### src/rtl/bcast_pkg.sv
// Shared helpers for the broadcast fanout block.
// Assumes indices are small enough to fit in 32 bits.
package bcast_pkg;

    // Advance a circular index, wrapping at depth.
    function automatic int unsigned wrap_next(input int unsigned idx, input int unsigned depth);
        return (idx + 1 >= depth) ? 0 : idx + 1;
    endfunction

endpackage

### src/rtl/bcast_fifo.sv
// Circular message queue with an occupancy counter.
// Does: stores up to DEPTH messages, shows the oldest on head_data.
// Assumes: enq is only raised while not_full, deq only while not_empty;
// enq and deq may both be raised in one cycle.
module bcast_fifo
    import bcast_pkg::*;
#(
    parameter int DATA_W = 16,
    parameter int DEPTH  = 4
) (
    input  logic              clk,
    input  logic              rst_n,
    input  logic              enq,
    input  logic [DATA_W-1:0] enq_data,
    input  logic              deq,
    output logic [DATA_W-1:0] head_data,
    output logic              not_empty,
    output logic              not_full,
    output logic [$clog2(DEPTH+1)-1:0] occ
);
    localparam int PW = (DEPTH > 1) ? $clog2(DEPTH) : 1;
    localparam int CW = $clog2(DEPTH + 1);

    logic [DATA_W-1:0] store [DEPTH];
    logic [PW-1:0]     wr_ptr;
    logic [PW-1:0]     rd_ptr;

    // Write the incoming message into the tail slot.
    always_ff @(posedge clk) begin
        if (enq) store[wr_ptr] <= enq_data;
    end

    // Advance the pointers and track occupancy.
    always_ff @(posedge clk) begin
        if (!rst_n) begin
            wr_ptr <= '0;
            rd_ptr <= '0;
            occ    <= '0;
        end else begin
            if (enq) wr_ptr <= PW'(wrap_next(32'(wr_ptr), DEPTH));
            if (deq) rd_ptr <= PW'(wrap_next(32'(rd_ptr), DEPTH));
            case ({enq, deq})
                2'b10:   occ <= occ + CW'(1);
                2'b01:   occ <= occ - CW'(1);
                default: occ <= occ;
            endcase
        end
    end

    // Status and head outputs.
    always_comb begin
        head_data = store[rd_ptr];
        not_empty = (occ != '0);
        not_full  = (occ != CW'(DEPTH));
    end
endmodule

### src/rtl/bcast_track.sv
// Per-receiver delivery tracker.
// Does: keeps one "already has it" flag per receiver, offers the head to
// ports whose flag is clear, and raises all_done once every flag is set.
// Assumes: head_valid stays 1 from the first acceptance until all_done.
module bcast_track #(
    parameter int NUM_RX = 4
) (
    input  logic              clk,
    input  logic              rst_n,
    input  logic              head_valid,
    input  logic [NUM_RX-1:0] ack,
    output logic [NUM_RX-1:0] offer,
    output logic              all_done
);
    logic [NUM_RX-1:0] got;

    for (genvar i = 0; i < NUM_RX; i++) begin : g_port
        // Offer the head only to a port that has not yet taken it.
        always_comb offer[i] = head_valid && !got[i];

        // Set the flag on acceptance and clear all flags on release.
        always_ff @(posedge clk) begin
            if (!rst_n)                 got[i] <= 1'b0;
            else if (all_done)          got[i] <= 1'b0;
            else if (offer[i] && ack[i]) got[i] <= 1'b1;
        end
    end

    // Release once every port holds the head message.
    always_comb all_done = &got;
endmodule

### src/rtl/bcast_fanout.sv
// Top of the broadcast fanout.
// Does: queues producer messages and delivers each one to all NUM_RX
// receivers, then drops it in a single release cycle.
// Assumes: receivers sample rx_data in the cycle they acknowledge.
module bcast_fanout #(
    parameter int DATA_W = 16,
    parameter int NUM_RX = 4,
    parameter int DEPTH  = 4
) (
    input  logic              clk,
    input  logic              rst_n,
    input  logic              in_valid,
    output logic              in_ready,
    input  logic [DATA_W-1:0] in_data,
    output logic [NUM_RX-1:0] rx_offer,
    input  logic [NUM_RX-1:0] rx_ack,
    output logic [DATA_W-1:0] rx_data
);
    localparam int CW = $clog2(DEPTH + 1);

    logic          enq;
    logic          release_head;
    logic          head_valid;
    logic          q_not_full;
    logic [CW-1:0] q_occ;

    // Accept a producer message whenever a slot is free.
    always_comb begin
        in_ready = q_not_full;
        enq      = in_valid && q_not_full;
    end

    bcast_fifo #(.DATA_W(DATA_W), .DEPTH(DEPTH)) i_fifo (
        .clk      (clk),
        .rst_n    (rst_n),
        .enq      (enq),
        .enq_data (in_data),
        .deq      (release_head),
        .head_data(rx_data),
        .not_empty(head_valid),
        .not_full (q_not_full),
        .occ      (q_occ)
    );

    bcast_track #(.NUM_RX(NUM_RX)) i_track (
        .clk       (clk),
        .rst_n     (rst_n),
        .head_valid(head_valid),
        .ack       (rx_ack),
        .offer     (rx_offer),
        .all_done  (release_head)
    );
endmodule

### config.mk
export PLATFORM = sky130hd
export DESIGN_NAME = bcast_fanout
export DESIGN_NICKNAME = d
export VERILOG_FILES = /design/src/rtl/bcast_pkg.sv /design/src/rtl/bcast_fifo.sv /design/src/rtl/bcast_track.sv /design/src/rtl/bcast_fanout.sv
export SDC_FILE = /design/constraint.sdc
export NUM_CORES = 1
export LEC_CHECK = 0
export ABC_AREA = 1
export BUFFER_PORTS_ARGS = -buffer_cell sky130_fd_sc_hd__buf_2
export CAP_MARGIN = 10
export CORE_ASPECT_RATIO = 1.75
export CORE_MARGIN = 4
export CORE_UTILIZATION = 42
export DETAILED_ROUTE_END_ITERATION = 10
export HOLD_SLACK_MARGIN = 0.1
export PLACE_DENSITY_LB_ADDON = 0.1
export REMOVE_ABC_BUFFERS = 1
export SLEW_MARGIN = 20
export SYNTH_ARGS = -nofsm -noshare
export SYNTH_HDL_FRONTEND = slang
export SYNTH_SLANG_ARGS = --single-unit
### constraint.sdc
create_clock -name clk -period 2 [get_ports clk]
set_input_delay 0.2 -clock clk [delete_from_list [all_inputs] [get_ports clk]]
set_output_delay 0.2 -clock clk [all_outputs]
set_load 0.01 [all_outputs]
# ---- After elaboration in Yosys (flattened, before gate mapping)
# Memories as Yosys holds them, arrays and structs flattened. A register that Yosys moved wholly into a read port is not among the register bits.
# Cells that the tools add are included.
dict set report word_totals {
  out_inout_bits 21
  ram_bits 64
  wordCells 42
  memories 1
  in_bits 23
  reg_bits 11
}
dict set report classes {
  n_bitwise 1
  magnitude_cmp 2
  add_sub_neg 4
  reduce_logical 17
  n_eq_ne 3
  mux 7
}
# name words width rd rd_clocked_by_memory_dff wr line
set mem_list {}
lappend mem_list {i_fifo.store 4 16 1 1 1 bcast_fifo.sv:24} ;# logic [DATA_W-1:0] store [DEPTH];
# cell count
set op_table {}
lappend op_table {{logical AND 1 bit} 9}
lappend op_table {{2-to-1 mux 2 bit} 4}
lappend op_table {{adder 2 x 1 -> 3 bit (second input constant)} 2}
lappend op_table {{greater-or-equal comparator 3 bit (second input constant)} 2}
lappend op_table {{one-hot mux 3 bit (2 select lines)} 1}
lappend op_table {{zero test 1 bit} 4}
lappend op_table {{AND reduction 4 bit} 1}
lappend op_table {{adder 3 x 1 -> 3 bit (second input constant)} 1}
lappend op_table {{!= test 3 bit (second input constant)} 1}
lappend op_table {{nonzero test 3 bit} 1}
lappend op_table {{subtractor 3 x 1 -> 3 bit (second input constant)} 1}
lappend op_table {{== test 2 x 1 -> 1 bit (second input constant)} 1}
lappend op_table {{== test 2 bit (second input constant)} 1}
lappend op_table {{2-to-1 mux 1 bit} 2}
lappend op_table {{nonzero test 2 bit} 1}
lappend op_table {{OR reduction 2 bit} 1}
lappend op_table {{NOT 1 bit} 1}

# ---- Logic depth before layout (Yosys ltp)
# Gate-level depths: netlist of run 1.
dict set report depth {
  ltp_word 5
  depth_mapped 12
  depth_no_buf 12
}

# ---- Hierarchy
# From an unflattened synthesis of run 1, not the netlist that was laid out.
dict set report unflattened {
  hier_cells 237
  area_unflattened_um2 2976.6
}
# mod cells_each instances seq_area_each_um2 area_per_inst_um2
set modules_own_cells {}
lappend modules_own_cells {bcast_fifo 214 1 2102.0 2815.2}
lappend modules_own_cells {bcast_track 21 1 80.1 153.9}
lappend modules_own_cells {bcast_fanout 2 1 0.0 7.5}

# ---- Worst setup path before layout of run 1
# Ideal clock, no wire load.
dict set report synth_timing {
  kind {register to register}
  startpoint {register i_fifo.occ[1]}
  endpoint {memory i_fifo.store[0][0], enable pin}
  required_time_ns 1.611
  arrival_ns 1.335
  path_buffers 0
  path_stages_with_launch 5
  setup_time_ns 0.389
  synth_period_minus_slack_ns 1.724
  path_slack_ns 0.276
  cell_sequence {dfxtp_1 > nor2_1 > nand2_1 > nand2_2 > nor2_1}
}
dict set report synth_between {
  elab_chain_cells 4
}
# item line
set synth_lines {}
lappend synth_lines {{start, declared} bcast_fifo.sv:19} ;# output logic [$clog2(DEPTH+1)-1:0] occ
lappend synth_lines {{start signal, assigned} bcast_fifo.sv:43} ;# 2'b10: occ <= occ + CW'(1);
lappend synth_lines {{start signal, assigned} bcast_fifo.sv:44} ;# 2'b01: occ <= occ - CW'(1);
lappend synth_lines {{!= test 3 bit} bcast_fifo.sv:54} ;# not_full = (occ != CW'(DEPTH));
lappend synth_lines {{named net in_ready} bcast_fanout.sv:13} ;# output logic in_ready,
lappend synth_lines {{logical AND 1 bit} bcast_fanout.sv:30} ;# enq = in_valid && q_not_full;
lappend synth_lines {{2-to-1 mux 1 bit} bcast_fifo.sv:30} ;# if (enq) store[wr_ptr] <= enq_data;
lappend synth_lines {{2-to-1 mux 1 bit (not written as such)} bcast_fifo.sv:30}
lappend synth_lines {{end, declared} bcast_fifo.sv:24}
# The timed path passes the listed nets, and every way through them passes these cells.

==> results of run 1 <==
==> worst max path at each step <==
stage	slack (ns)	end	cells after the start
after floorplan	0.25	rx_data[13]	3
after global placement	0.32	i_fifo.occ[2]	12
after detailed placement	0.28	i_fifo.occ[2]	12
after CTS	0.13	rx_data[15]	4
after global routing	0.03	i_fifo.occ[2]	11
final	0.21	rx_data[2]	4
==> routing by layer <==
| metal | wire length (um) | up-vias | global-route usage |
|---|---|---|---|
| met5 | 0 | - | 0 |
| met4 | 60 | 0 | 0.0682 |
| met3 | 248 | 4 | 0.0391 |
| met2 | 3140 | 34 | 0.265 |
| met1 | 2140 | 904 | 0.135 |
| li1 | - | 987 | - |
==> stage by stage <==
step	hold WS, ns	power [W]	utilization	std cells	setup WS, ns
6_report	0.112	0.00361	0.546	399	0.206
5_1_grt	0.121	0.00376	0.546	399	0.0312
4_1_cts	0.102	0.00365	0.546	399	0.133
3_5_place_dp	0.418	0.00211	0.482	367	0.279
3_3_place_gp	0.414	0.00211	0.482	367	0.317
2_1_floorplan	0.299	0.00200	-	232	0.252
==> layout by cell type, fill, tap and decap left out, types with 2 or more instances in the layout <==
| master | synthesis | layout |
|---|---|---|
| nand2_1 | 13 | 13 |
| nor2_1 | 56 | 56 |
| ha_1 | 6 | 6 |
| clkbuf_1 | 0 | 2 |
| clkinv_2 | 0 | 2 |
| dfxtp_1 | 13 | 13 |
| buf_2 | 2 | 43 |
| edfxtp_1 | 64 | 64 |
| buf_4 | 6 | 8 |
| dlygate4sd3_1 | 0 | 16 |
| clkbuf_16 | 0 | 9 |
| o21ai_2 | 10 | 10 |
| inv_2 | 2 | 2 |
| inv_1 | 15 | 15 |
| o21ai_1 | 18 | 18 |
| o21ai_0 | 8 | 8 |
| o22ai_1 | 16 | 16 |
| a21oi_1 | 6 | 6 |
==> flip-flops by register name, indices dropped and copies added, names as in the netlist, named ones only <==
signal and flops:
i_fifo.occ 3, i_track.got 4, i_fifo.store 64, i_fifo.wr_ptr 2, i_fifo.rd_ptr 2
==> logic make-up (layout without fill, tap and decap cells) <==
group           after synthesis  after routing  share of synthesized area
flops                        77             77                      0.721
simple gates                 73             73                     0.0934
compound gates               58             58                      0.115
buf+inv                      25            100                     0.0393
fa+ha+maj                     7              7                     0.0314
==> timing repair <==
action                                 in CTS  in global routing
setup endpoints to repair                   0                  0
hold buffers                               16                  0
endpoints found under the hold margin      64                  0
resized for setup                           0                  0
buffers inserted                            0                  0
==> worst register-to-register path, stage by stage (launching register included) <==
cell,delay (ns)
dfxtp_1,0.32
nor2_1,0.12
nand2_1,0.09
nand2_2,0.15
ha_1,0.19
inv_1,0.06
fa_1,0.38
inv_1,0.06
nand2_1,0.06
nand3_1,0.06
nand2_1,0.05
inv_1,0.04
nor2_1,0.03
==> final cells by class <==
cell class	count	area [um2]	share of cell area
Inverter	17	63.8	0.0168
Timing Repair Buffer	67	435	0.115
Clock buffer	11	233	0.0613
Multi-Input combinational cell	138	726	0.191
Tap cell	84	105	0.0277
Clock inverter	5	51.3	0.0135
Sequential cell	77	2180	0.575
==> power by group <==
part           switching [W]  internal (W)  total (W)
Combinational       0.000148      0.000105   0.000252
Clock               0.000552      0.000956    0.00151
Sequential         0.0000245       0.00182    0.00185
Total               0.000724       0.00288    0.00361
==> key figures, run 1 <==
Outcome
  • Outcome: finished clean

STA
  • Post-Route Skew: 0.00309 ns
  • Total setup violations reported at the end of the flow: 0
  • Endpoints failing hold: 0
  • Timing-limited maximum frequency: approximately 560 MHz
  • Worst-margin pin slew: 0.454 ns
  • Setup tns final: 0 ns
  • Ratio of final minimum period to clock period: 0.897
  • Number of max-slew violations in the final report: 0
  • Slew HR: 0.697
  • Setup repair after global routing missed its margin: no
  • Final critical path time including I/O delays and setup: 1.79 ns

Critical path
  • Largest stage delay on the critical path: around 0.42 ns
  • Critical Path Start Type: flip-flop
  • Worst Path Required: 1.80 ns
  • Arrival time of data at the critical path endpoint: ~1.6 ns
  • Worst-path cell chain: inv_2, o21ai_1, o22ai_1, buf_2
  • Startpoint of the worst-slack reg-to-reg timing path: i_fifo.occ[1]
  • Max stage delay cell, worst path: dfxtp_1
  • Crit end category: output port
  • Setup slack of the most critical reg-to-reg path: 0.28 ns
  • Worst Path Buf+Inv: 2
  • Endpoint of the most critical register-to-register path: i_fifo.occ[2]
  • Reg2Reg Depth: 12
  • Critical path class: reg -> out
  • Gate family responsible for the most delay along the worst path: buffers and inverters
  • Critical path peak fanout: 16

Clock tree
  • Clock sink count: between 70 and 80
  • Clk slew on worst S/H paths: 0.05 ns
  • H-tree depth reported by CTS: 3
  • Clock latency at the later pin of the worst-skew pair: 0.32 ns
  • Clock tree from TritonCTS: done
  • Library cell used as clock root buffer: clkbuf_16
  • Total clock buffers created by CTS: 9
  • Maximum number of buffers from clock root to sink: 2

Placement
  • Port Buffer Count: 43
  • Dpl hpwl: 3510 um
  • Routability congestion estimate from global placement: 0.730
  • Placement Cell Area: 3350 um2

Synth
  • Synth unique cells: 19
  • Synthesis-stage register bit count: 77
  • Leading post-synthesis cells by instance count: 64 x edfxtp_1, 56 x nor2_1, 18 x o21ai_1
  • Post-synthesis instance area: 3030 um2
  • Area leader, netlist: edfxtp_1
  • Area fraction of the dominant cell type after synthesis: 0.635
  • Average cell area after synthesis: about 13 um2
  • Top FF cell, synth: edfxtp_1
  • EDFF count, synth: 64
  • Synth top area cells: edfxtp_1 63%, dfxtp_1 8.6%, nor2_1 6.9%
  • Number of standard cells after synthesis: 240
  • Share of synthesized registers carrying an async set or reset: 0
  • Leading cell type by number of instances after synthesis: edfxtp_1
  • Yosys Warn Count: 0
  • Share of synthesized area occupied by flip-flops and latches: 0.721

Min path
  • Launch point of the worst hold path: rx_ack[3]
  • Endpoint of the worst hold-timing path: i_track.got[3]
  • Number of stages on the worst hold path: 3
  • Classification of the worst-slack hold path: in -> reg

Run
  • Number of maximum-capacitance violations: 0

Layout
  • Count of antenna diodes in the layout: 0
  • Layout Cell Area excl Fill: 3800 um2
  • Layout-stage area growth over the synthesis result: 25.4%
  • Fraction of final layout cells sized beyond drive strength 1: 0.248
  • Count of fill cells added during filler insertion: 586
  • Final-stage net count: between 300 and 400

Routing
  • Detailed-router iteration count before antenna repair: 4
  • Number of nets with antenna violations after detailed routing: 0
  • Routed WL per cell: around 14 um
  • Initial DRC Count: 75
  • Detail-routed via count per cell: 4.83
  • WL final: between 5000 and 6000 um
  • Total number of vias: 1,929
  • Detailed-route DRC error count: 0

Global routing
  • Pin count of the biggest net entering global routing: 33
  • Antenna violations before repair: 0
  • Sum of overflow across all layers after global routing: 0
  • Via count of the first global-routing pass: a little under 2,000
  • Global-route wire length before repair: 8940 um
  • Global router's overall resource usage: 0.141

Floorplan
  • Number of I/O pins: 44
  • # rows: 40
  • Core Footprint: 6960 um2
  • Die extent in x: roughly 72 um
  • Vertical extent of the die: 120 um
  • Starting Density: 0.435
  • Die area: 8680 um2

Power and ir drop
  • Worst voltage drop across the vdd grid: 0.576 mV
  • Leakage power summed over all cells: 1.47 nW
  • Power Dens Cells: around 950 nW/um2
Note: power is estimated with default switching activity, not from simulation.
==> inputs of run 2 (changes only) <==
--- a/config.mk
+++ b/config.mk
@@ -5,7 +5,6 @@
 export SDC_FILE = /design/constraint.sdc
 export NUM_CORES = 1
 export LEC_CHECK = 0
-export ABC_AREA = 1
 export BUFFER_PORTS_ARGS = -buffer_cell sky130_fd_sc_hd__buf_2
 export CAP_MARGIN = 10
 export CORE_ASPECT_RATIO = 1.75
==> run 2 against run 1 <==
Net effect:
- the run now ends with setup timing left
- clock skew increased by 0.0015 ns
- highest routed layer unchanged
- critical path type is now reg -> reg
- core utilization increased by 0.49 points
- clock power decreased by 3%
==> key figures, run 2 <==
Global routing
  • Antenna violations before repair: 0
  • Sum of overflow across all layers after global routing: 0
  • Global router's overall resource usage: 0.136
  • Pin count of the biggest net entering global routing: 17
  • Global-route wire length before repair: 8670 um
  • Via count of the first global-routing pass: about 1,800

Critical path
  • Arrival time of data at the critical path endpoint: 2.31 ns
  • Startpoint of the worst-slack reg-to-reg timing path: i_fifo.occ[1]
  • Reg2Reg Depth: 9
  • Endpoint of the most critical register-to-register path: i_fifo.occ[2]
  • Critical path peak fanout: 2
  • Worst setup path startpoint: i_fifo.occ[1]
  • Crit end category: flip-flop
  • Critical path class: reg -> reg
  • Critical Path Start Type: flip-flop
  • Setup slack of the most critical reg-to-reg path: -0.07 ns
  • Worst Path Required: 2.25 ns

Placement
  • Dpl hpwl: roughly 3700 um
  • Placement Setup Slack: -0.218 ns
  • Routability congestion estimate from global placement: just over 0.7
  • Port Buffer Count: 43

STA
  • Worst-margin pin slew: 0.437 ns
  • Number of max-slew violations in the final report: 0
  • Final critical path time including I/O delays and setup: 2.07 ns
  • Total setup violations reported at the end of the flow: 1
  • Ratio of final minimum period to clock period: 1.03
  • Setup tns final: -0.0672 ns
  • Setup ws final: -0.0672 ns
  • Endpoints failing hold: 0
  • Setup repair after global routing missed its margin: yes
  • Post-Route Skew: about 0.0046 ns
  • Slew HR: 0.706
  • Timing-limited maximum frequency: slightly below 500 MHz

Routing
  • Detailed-router iteration count before antenna repair: 4
  • Detailed-route DRC error count: 0
  • Number of nets with antenna violations after detailed routing: 0
  • Initial DRC Count: between 90 and 100
  • WL final: approximately 5300 um
  • Total number of vias: about 1,600
  • Routed WL per cell: 16.5 um
  • Detail-routed via count per cell: roughly 5

Layout
  • Largest registers: i_fifo.store x64, i_track.got x4, i_fifo.occ x3
  • Layout-stage area growth over the synthesis result: 28.1%
  • Final-stage net count: 261
  • Count of antenna diodes in the layout: 0
  • Largest register by flop count: i_fifo.store
  • Most frequent cells in the layout: 64 x edfxtp_1, 43 x buf_2, 16 x mux4_2, 16 x dlygate4sd3_1, 11 x dfxtp_1
  • Number of flip-flops in the largest register: 64
  • Fraction of final layout cells sized beyond drive strength 1: 0.393
  • Most frequent standard cell in the layout excluding fill and tap cells: edfxtp_1

Outcome
  • Violations in the final reports: setup timing
  • Outcome: finished, violations left

Synth
  • Number of standard cells after synthesis: 156
  • Top FF cell, synth: edfxtp_1
  • Yosys Warn Count: 0
  • Area leader, netlist: edfxtp_1
  • Share of synthesized area occupied by flip-flops and latches: 0.740
  • Area fraction of the dominant cell type after synthesis: 0.652
  • Synth top area cells: edfxtp_1 65%, mux4_2 12%, dfxtp_1 8.8%
  • Share of the synthesized area in compound gates (AO/OA/AOI/OAI): 0.0170
  • Leading post-synthesis cells by instance count: 64 x edfxtp_1, 16 x mux4_2, 13 x dfxtp_1
  • Average cell area after synthesis: 18.9 um2
  • Area share of and/or/nand/nor cells after synthesis: 0.0543
  • XOR/XNOR Fraction of Synth Area: 0.00594
  • Post-synthesis instance area: a little under 3000 um2
  • Combinational family with the most area after synthesis: multiplexers
  • Share of synthesized registers carrying an async set or reset: 0
  • EDFF count, synth: 64
  • Area share of fa/ha/maj cells after synthesis: 0.0323
  • Synthesis-stage register bit count: 77
  • Leading cell type by number of instances after synthesis: edfxtp_1
  • Synth unique cells: 30
  • Multiplexer share of the synthesized area: 0.129

Clock tree
  • Clock latency at the later pin of the worst-skew pair: between 0.3 and 0.4 ns
  • Clock tree from TritonCTS: done
  • Library cell used as clock root buffer: clkbuf_16
  • Maximum number of buffers from clock root to sink: 2
  • Total clock buffers created by CTS: 9
  • Clock sink count: 77
  • Clk slew on worst S/H paths: 0.05 ns
  • H-tree depth reported by CTS: 3

Run
  • Number of maximum-capacitance violations: 0

Floorplan
  • Core Footprint: between 6000 and 7000 um2
  • Die area: 8480 um2
  • # rows: 40
  • Starting Density: 0.430
  • Vertical extent of the die: 119 um
  • Number of I/O pins: 44
  • Die extent in x: 71.3 um

Min path
  • Number of stages on the worst hold path: 3
  • Launch point of the worst hold path: rx_ack[0]
  • Classification of the worst-slack hold path: in -> reg
  • Endpoint of the worst hold-timing path: i_track.got[0]

Power and ir drop
  • Leakage power summed over all cells: 1.38 nW
  • Power Dens Cells: 949 nW/um2
  • Worst voltage drop across the vdd grid: 0.626 mV
==> run 2: cell types whose count changed after synthesis, moves of 5 or more <==
cell     before  now
o22ai_1      16    0
mux4_2        0   16
nand2_1      13    6
o21ai_1      18    1
buf_4         6    1
o21ai_2      10    0
o21ai_0       8    2
inv_1        15    7
nor2_1       56    9
==> run 2: layer usage <==
metal	wire, um	global-route usage
met5	0	0
met4	55	0.0588
met3	235	0.0431
met2	3030	0.242
met1	1940	0.144
==> run 2: power breakdown <==
| group | internal [W] | total (W) | switching, W | leakage, nW |
|---|---|---|---|---|
| clock | 0.000937 | 0.00147 | 0.000530 | 0.131 |
| sequential | 0.00182 | 0.00184 | 0.0000251 | 0.695 |
| combinational | 0.000128 | 0.000270 | 0.000142 | 0.558 |
==> run 2: area by class of cell <==
class                      count  area (um2)
clock buffer                  10         229
clock inverter                 4        41.3
fill                         562        3080
inverter                       7        26.3
multi-input combinational     66         718
sequential                    77        2180
tap                           84         105
timing repair buffer          70         470
==> run 2: cell families after synthesis <==
logic type,count (synthesis)
flops,77
mux,18
compound gates,9
buf+inv,13
xor+xnor,2
fa+ha+maj,7
simple gates,30
==> run 2: worst max-delay path by stage <==
stage                          to  slack (ns)  depth (start not counted)
floorplan           i_fifo.occ[2]       -0.28                          9
global placement    i_fifo.occ[2]       -0.10                          9
detailed placement  i_fifo.occ[2]       -0.22                          9
CTS                 i_fifo.occ[2]       -0.07                          9
global route        i_fifo.occ[2]       -0.13                          9
finish              i_fifo.occ[2]       -0.07                          9
==> run 2: stage by stage <==
stage / hold slack, ns / cell area [um2] / util / total power [W] / cells
after CTS: 0.106 / 3770 / 0.551 / 0.00363 / 318
after detailed placement: 0.418 / 3320 / 0.484 / 0.00213 / 287
final: 0.115 / 3770 / 0.551 / 0.00358 / 318
after global routing: 0.113 / 3770 / 0.551 / 0.00374 / 318
after global placement: 0.411 / 3320 / 0.484 / 0.00211 / 287
after floorplan: 0.299 / 2910 / - / 0.00200 / 150
==> run 2: timing repair <==
action / 4_1_cts / 5_1_grt
setup endpoints to repair: 1 / 1
hold endpoints to repair: 61 / 0
pin swaps: 4 / 0
setup buffers: 1 / 0
resized for setup: 8 / 0
hold buffers: 16 / 0
==> run 2: worst max-delay path, cell delays in order (launching register included) <==
cell,delay (ns)
dfxtp_2,0.32
or3b_1,0.39
and2_4,0.16
inv_2,0.06
ha_4,0.13
inv_2,0.04
fa_2,0.32
xor2_1,0.15
or3_1,0.31
a21boi_1,0.13
